===== src/rtl/dual_edge_counter_pkg.sv =====
package dual_edge_counter_pkg;
  typedef enum logic [1:0] {
    SRC_OFF = 2'b00,
    SRC_PIN = 2'b01,
    SRC_TMR = 2'b10,
    SRC_SW  = 2'b11
  } src_e;
endpackage


===== src/rtl/pin_edge_sync.sv =====
module pin_edge_sync #(
  parameter int STAGES = 2
) (
  input  logic clk,
  input  logic rst,
  input  logic pin_i,
  output logic edge_o
);
  localparam int LAST = STAGES - 1;

  logic [STAGES-1:0] sync_q;
  logic              prev_q;

  always_ff @(posedge clk) begin
    if (rst) sync_q[0] <= 1'b0;
    else     sync_q[0] <= pin_i;
  end

  genvar gi;
  generate
    for (gi = 1; gi < STAGES; gi++) begin : g_stage
      always_ff @(posedge clk) begin
        if (rst) sync_q[gi] <= 1'b0;
        else     sync_q[gi] <= sync_q[gi-1];
      end
    end
  endgenerate

  always_ff @(posedge clk) begin
    if (rst) prev_q <= 1'b0;
    else     prev_q <= sync_q[LAST];
  end

  // either direction of transition gives a single-cycle pulse
  assign edge_o = sync_q[LAST] ^ prev_q;
endmodule


===== src/rtl/tick_select.sv =====
module tick_select
  import dual_edge_counter_pkg::*;
(
  input  logic [1:0] sel_i,
  input  logic       pin_edge_i,
  input  logic       tmr_ovf_i,
  input  logic       sw_strobe_i,
  output logic       tick_o
);
  src_e sel;
  assign sel = src_e'(sel_i);

  always_comb begin
    case (sel)
      SRC_PIN: tick_o = pin_edge_i;
      SRC_TMR: tick_o = tmr_ovf_i;
      SRC_SW:  tick_o = sw_strobe_i;
      default: tick_o = 1'b0;
    endcase
  end
endmodule


===== src/rtl/wrap_counter.sv =====
module wrap_counter #(
  parameter int CNT_W = 4
) (
  input  logic             clk,
  input  logic             rst,
  input  logic             tick_i,
  input  logic             we_i,
  input  logic [CNT_W-1:0] wdata_i,
  output logic [CNT_W-1:0] cnt_o,
  output logic             wrap_o,
  output logic             carry_o
);
  localparam logic [CNT_W-1:0] CNT_MAX = {CNT_W{1'b1}};

  logic inc;
  assign inc    = tick_i && !we_i;
  assign wrap_o = inc && (cnt_o == CNT_MAX);

  always_ff @(posedge clk) begin
    if (rst) begin
      cnt_o   <= '0;
      carry_o <= 1'b0;
    end else begin
      carry_o <= wrap_o;
      if (we_i)     cnt_o <= wdata_i;
      else if (inc) cnt_o <= cnt_o + 1'b1;
    end
  end
endmodule


===== src/rtl/ovf_flag_ctl.sv =====
module ovf_flag_ctl (
  input  logic clk,
  input  logic rst,
  input  logic wrap_i,
  input  logic clr_i,
  input  logic ie_i,
  output logic flag_o,
  output logic irq_o
);
  logic flag_nxt;

  always_comb begin
    if (wrap_i)     flag_nxt = 1'b1;
    else if (clr_i) flag_nxt = 1'b0;
    else            flag_nxt = flag_o;
  end

  always_ff @(posedge clk) begin
    if (rst) begin
      flag_o <= 1'b0;
      irq_o  <= 1'b0;
    end else begin
      flag_o <= flag_nxt;
      irq_o  <= flag_nxt && ie_i;
    end
  end
endmodule


===== src/rtl/dual_edge_counter.sv =====
module dual_edge_counter #(
  parameter int CNT_W       = 4,
  parameter int SYNC_STAGES = 2
) (
  input  logic             clk,
  input  logic             rst,
  input  logic [1:0]       src_sel_i,
  input  logic             pin_i,
  input  logic             tmr_ovf_i,
  input  logic             sw_strobe_i,
  input  logic             cnt_we_i,
  input  logic [CNT_W-1:0] cnt_wdata_i,
  input  logic             flag_clr_i,
  input  logic             irq_en_i,
  output logic [CNT_W-1:0] cnt_o,
  output logic             flag_o,
  output logic             irq_o,
  output logic             carry_o
);
  logic pin_edge;
  logic tick;
  logic wrap;

  pin_edge_sync #(.STAGES(SYNC_STAGES)) u_sync (
    .clk    (clk),
    .rst    (rst),
    .pin_i  (pin_i),
    .edge_o (pin_edge)
  );

  tick_select u_sel (
    .sel_i       (src_sel_i),
    .pin_edge_i  (pin_edge),
    .tmr_ovf_i   (tmr_ovf_i),
    .sw_strobe_i (sw_strobe_i),
    .tick_o      (tick)
  );

  wrap_counter #(.CNT_W(CNT_W)) u_cnt (
    .clk     (clk),
    .rst     (rst),
    .tick_i  (tick),
    .we_i    (cnt_we_i),
    .wdata_i (cnt_wdata_i),
    .cnt_o   (cnt_o),
    .wrap_o  (wrap),
    .carry_o (carry_o)
  );

  ovf_flag_ctl u_flag (
    .clk    (clk),
    .rst    (rst),
    .wrap_i (wrap),
    .clr_i  (flag_clr_i),
    .ie_i   (irq_en_i),
    .flag_o (flag_o),
    .irq_o  (irq_o)
  );
endmodule


===== config.mk =====
export PLATFORM = sky130hd
export DESIGN_NAME = dual_edge_counter
export DESIGN_NICKNAME = d
export VERILOG_FILES = /design/src/rtl/dual_edge_counter_pkg.sv /design/src/rtl/pin_edge_sync.sv /design/src/rtl/tick_select.sv /design/src/rtl/wrap_counter.sv /design/src/rtl/ovf_flag_ctl.sv /design/src/rtl/dual_edge_counter.sv
export SDC_FILE = /design/constraint.sdc
export NUM_CORES = 1
export LEC_CHECK = 0
export ABC_AREA = 1
export BUFFER_PORTS_ARGS = -buffer_cell sky130_fd_sc_hd__buf_2
export CORE_AREA = 2 2 39 41
export DETAILED_ROUTE_END_ITERATION = 12
export DIE_AREA = 0 0 41 43
export PLACE_DENSITY_LB_ADDON = 0.3
export SETUP_SLACK_MARGIN = 0.15
export SKIP_CTS_REPAIR_TIMING = 1
export SYNTH_ARGS = -nofsm -noshare
export SYNTH_HDL_FRONTEND = slang
export SYNTH_HIERARCHICAL = 1
export SYNTH_SLANG_ARGS = --single-unit

===== constraint.sdc =====
create_clock -name clk -period 2.35 [get_ports clk]
set_input_delay 0.1175 -clock clk [delete_from_list [all_inputs] [get_ports clk]]
set_output_delay 0.1175 -clock clk [all_outputs]
set_load 0.01 [all_outputs]

**After elaboration in Yosys (flattened, before gate mapping)**

Cells that the tools add are included.
Widths: inputs -> output; s select.

- Reductions and logical operators: 5
- Eq/ne operators: 4
- Multiplexer cells: 5
- Bitwise gates (word level): 1
- Add/subtract/negate cells: 1

Operator list:

| cell | number |
|---|---|
| $mux 4 | 2 |
| $add 4x1->4 const B | 1 |
| $eq 2x2->1 const B | 2 |
| $eq 4x4->1 const B | 1 |
| $logic_and 1x1->1 | 3 |
| $pmux 1 s3 | 1 |
| $eq 2x1->1 const B | 1 |
| $mux 1 | 2 |
| $reduce_bool 2->1 | 1 |
| $logic_not 1->1 | 1 |
| $xor 1x1->1 | 1 |

- Register bits: 10
- Logic and storage cells: 23
- Input bits: 14
- Output and inout bits: 7

**Longest topological paths before layout**

- Depth in word-level cells: 6
- Depth in mapped cells: 13

**Hierarchy**

Netlist, hierarchy kept.

By module, submodules not included:

| module | sequential area each (µm²) | cells an instance | instances | area an instance (µm²) |
|---|---|---|---|---|
| wrap_counter | 100.1 | 42 | 1 | 277.8 |
| pin_edge_sync | 60.1 | 13 | 1 | 97.6 |
| ovf_flag_ctl | 40.0 | 9 | 1 | 70.1 |
| tick_select | 0.0 | 6 | 1 | 27.5 |

**Worst setup path after synthesis**

Ideal clock, no wire load.

- Path kind: flip-flop to flip-flop
- From: reg u_sync.sync_q[1]
- To: reg u_flag.irq_o
- Data required time: 2288 ps
- Cell stages (with the launch flop): 14
- Slack: 1033 ps
- Arrival time: 1255 ps
- Cells stage by stage: dfxtp_1 > inv_1 > nand2_1 > nand2_1 > nand3_1 > nand3_1 > inv_1 > nor2_1 > nand2_1 > nor3_1 > inv_1 > nand2_1 > nand2_1 > nor2_2

- Word-level cells in the longest chain between the ends: 6

RTL lines:

| item | line | text |
|---|---|---|
| start, declared | pin_edge_sync.sv:11 | `logic [STAGES-1:0] sync_q;` |
| start signal, assigned by index | pin_edge_sync.sv:24 | `else sync_q[gi] <= sync_q[gi-1];` |
| $xor 1x1->1 | pin_edge_sync.sv:35 | `assign edge_o = sync_q[LAST] ^ prev_q;` |
| via pin_edge | dual_edge_counter.sv:20 | `logic pin_edge;` |
| $pmux 1 s3 | tick_select.sv:14 | `case (sel)` |
| via tick | dual_edge_counter.sv:21 | `logic tick;` |
| $logic_and 1x1->1 | wrap_counter.sv:16 | `assign inc = tick_i && !we_i;` |
| $logic_and 1x1->1 | wrap_counter.sv:17 | `assign wrap_o = inc && (cnt_o == CNT_MAX);` |
| via wrap | dual_edge_counter.sv:22 | `logic wrap;` |
| $mux 1 | ovf_flag_ctl.sv:13 | `if (wrap_i) flag_nxt = 1'b1;` |
| $logic_and 1x1->1 | ovf_flag_ctl.sv:24 | `irq_o <= flag_nxt && ie_i;` |
| end signal, assigned | ovf_flag_ctl.sv:24 |  |
| end, declared | ovf_flag_ctl.sv:8 | `output logic irq_o` |

The timed path passes the listed nets, and every way through them passes these cells.
A chain may end at the register's enable or synchronous reset.

**Worst setup path after layout**

Ends and elaborated chain as after synthesis.

==> flow_summary.yaml <==
setup_path:
  startpoint: "u_sync/sync_q[1]$_SDFF_PP0_"
  crit_path_max_fanout: 4
  worst_r2r_path_depth: 13
  crit_type: "flop to flop"
  cp.required_ps: 2560
  regToRegEndpoint: "u_flag/irq_o$_SDFF_PP0_"
  end_kind: "flop"
  r2r_start: "u_sync/sync_q[1]$_SDFF_PP0_"
  critPathMaxStageDelay_ps: 310
  path_common_cell: "nand2_1"
  cp_slowest_cell: "dfxtp_1"
  cp-start-kind: "flop"
  critical_path.endpoint: "u_flag/irq_o$_SDFF_PP0_"
  crit_arrival_ps: 1680
  path_cells: "inv_1 > nand2_1 > nand2_1 > nand3_1 > nand3_1 > inv_1 > nor2_1 > nand2_1 > nor3_1 > inv_1 > nand2_1 > nand2_1 > nor2_2"
  reg2reg_slack_ps: 880
sta:
  setup_tns_ps: 0
  fin_skew_ps: 3.47
  slew_violations: 0
  period_share_pct: 62.7
  hold_viol: 0
  worst_pin_slew_ps: 191
  hold_ws_ps: 54.0
  fmax_mhz: 678
  setup_viol: 0
  grt_setup_unrepaired: "false"
  relSlewSlack_pct: 87.2
  finalCriticalPeriod_ps: 1470
run_status:
  outcome: "finished clean"
die:
  num_io_pins: 21
  initial_core_util_pct: 34.2
  die_area_um2: 1760
  coreArea_um2: 1380
  die_h_um: 43
  fp-row-count: 14
  die_w_um: 41
synth:
  syn-cell-area_um2: 473
  synthFlopType: "dfxtp_1"
  synth_top_area_share_pct: 42.3
  synth-seq-cells: 10
  synthMuxAreaShare_pct: 0
  synth_edf_count: 0
  postSynth.asyncResetShare_pct: 0
  synth_compound_area_share_pct: 6.35
  synth_top_family_by_area: "simple AND/OR/NAND/NOR gates"
  postSynthAreaPerCell_um2: 6.76
  syn_inst: 70
  ys_top_cells_by_area: "dfxtp_1, nand2_1, inv_1"
  ys_warn_count: 6
  synth_fa_ha_area_share_pct: 2.65
  synth.distinct_cells: 14
  ys_seq_area_share_pct: 42.3
  yosysMostFrequentCell: "nand2_1"
  yosys.area_share.simple_pct: 33.3
  synth-xor-area-share_pct: 1.85
  yosysTopAreaCell: "dfxtp_1"
  ys_top_cells_by_count: "nand2_1, inv_1, dfxtp_1"
  synth_nets: 85
routing:
  detailroute.via_count: 479
  drt-pass1-iter-count: 4
  postRouteAntennaNets: 0
  routedWlPerCell_um: 8.95
  drt-vias-per-instance: 4.35
  wirelength_um: 984
  drtIter0Drc: 6
  drc: 0
global_routing:
  grt_max_degree: 8
  antenna_found_initial: 0
  grt_usage_pct: 13.8
  grt_overflow_total: 0
  grt_pass1_vias: 428
  grt_pass1_wl_um: 1570
power_and_ir_drop:
  total_power_uw: 389
  power-per-cell-area_nw_per_um2: 619
  peakVddDrop_mv: 0.305
  p_leak_nw: 0.357
placement:
  post-place-cells: 106
  dpl.hpwl_um: 726
  finalWeightedCongestion: 0.744
  portBuffers: 20
clocking:
  htreeDepth: 1
  cts.path.max_buffers: 2
  cts_made_buffers: 3
  cts_tree: "built"
  clock_latency_ps: 270
  clk_pin_slew_ps: 70
  clkSinkCount: 10
  clock-root-buffer: "clkbuf_4"
finish:
  finalNonFillerCells: 110
  layout-drive-gt1-share_pct: 27.7
  fin_util_pct: 45.5
  synthToLayoutAreaGrowth_pct: 33.1
  nets: 110
  diodes: 0
worst_hold_path:
  hold_class: "input port to flop"
flow_run:
  maxCapViolations: 0
==> critical path: cells and delay by family, from the launching register on <==
family        cells  cell delay, ps
buf+inv           3             180
simple gates     10             930
flops             1             310
==> registers in the layout, summed over array words and instances, names as in the netlist <==
name	cells
u_cnt/cnt_o	4
u_sync/prev_q	1
u_cnt/carry_o	1
u_flag/flag_o	1
u_flag/irq_o	1
u_sync/sync_q	2
==> cell type report <==
class | count | area (um2)
fill | 147 | 754
multi-input combinational | 43 | 209
sequential | 10 | 200
timing repair buffer | 20 | 100
inverter | 17 | 63.8
clock buffer | 4 | 36.3
tap | 16 | 20.0
==> layer usage <==
metal / wire, um / part of all wire, % / GRT usage, %
met5: 0 / 0 / 0
met4: 14 / 1.4 / 10.0
met3: 56 / 5.7 / 4.71
met2: 473 / 48 / 23.8
met1: 440 / 45 / 11.9
==> metrics by stage <==
step,instance area (um2),setup WS (ps)
2_1_floorplan,473,1030
6_report,629,876
5_1_grt,629,703
3_5_place_dp,593,896
3_3_place_gp,593,924
4_1_cts,629,869
==> cell usage in the layout, fill, tap and decap left out <==
master	instances
ha_1	1
a21boi_0	1
a21oi_1	2
inv_1	17
o211ai_1	1
o21ai_0	1
nor2_1	6
clkbuf_4	3
nor4_2	1
nand3_1	8
nand2_1	19
nor2_2	1
nor3_1	1
xor2_1	1
clkbuf_8	1
dfxtp_1	10
buf_2	20
==> worst min-delay path by stage <==
stage	start	endpoint	cells after the start
global placement	pin_i	u_sync/sync_q[0]$_SDFF_PP0_	3
floorplan	rst	u_flag/irq_o$_SDFF_PP0_	1
CTS	pin_i	u_sync/sync_q[0]$_SDFF_PP0_	3
detailed placement	pin_i	u_sync/sync_q[0]$_SDFF_PP0_	3
global route	pin_i	u_sync/sync_q[0]$_SDFF_PP0_	3
finish	pin_i	u_sync/sync_q[0]$_SDFF_PP0_	3
==> kinds of logic after synthesis <==
kind of cell / Yosys count
buffers and inverters: 17
DFF: 10
xor gates and xnor gates: 1
and+or+nand+nor: 36
AOI/OAI and AO/OA: 5
adders and majority gates: 1
==> power by group <==
group	internal [mW]	switching [mW]	leakage, nW
combinational	0.0211	0.0265	0.254
clock	0.0940	0.0656	0.0210
sequential	0.176	0.00588	0.0819
total	0.291	0.0980	0.357
Note: power is estimated with default switching activity, not from simulation.
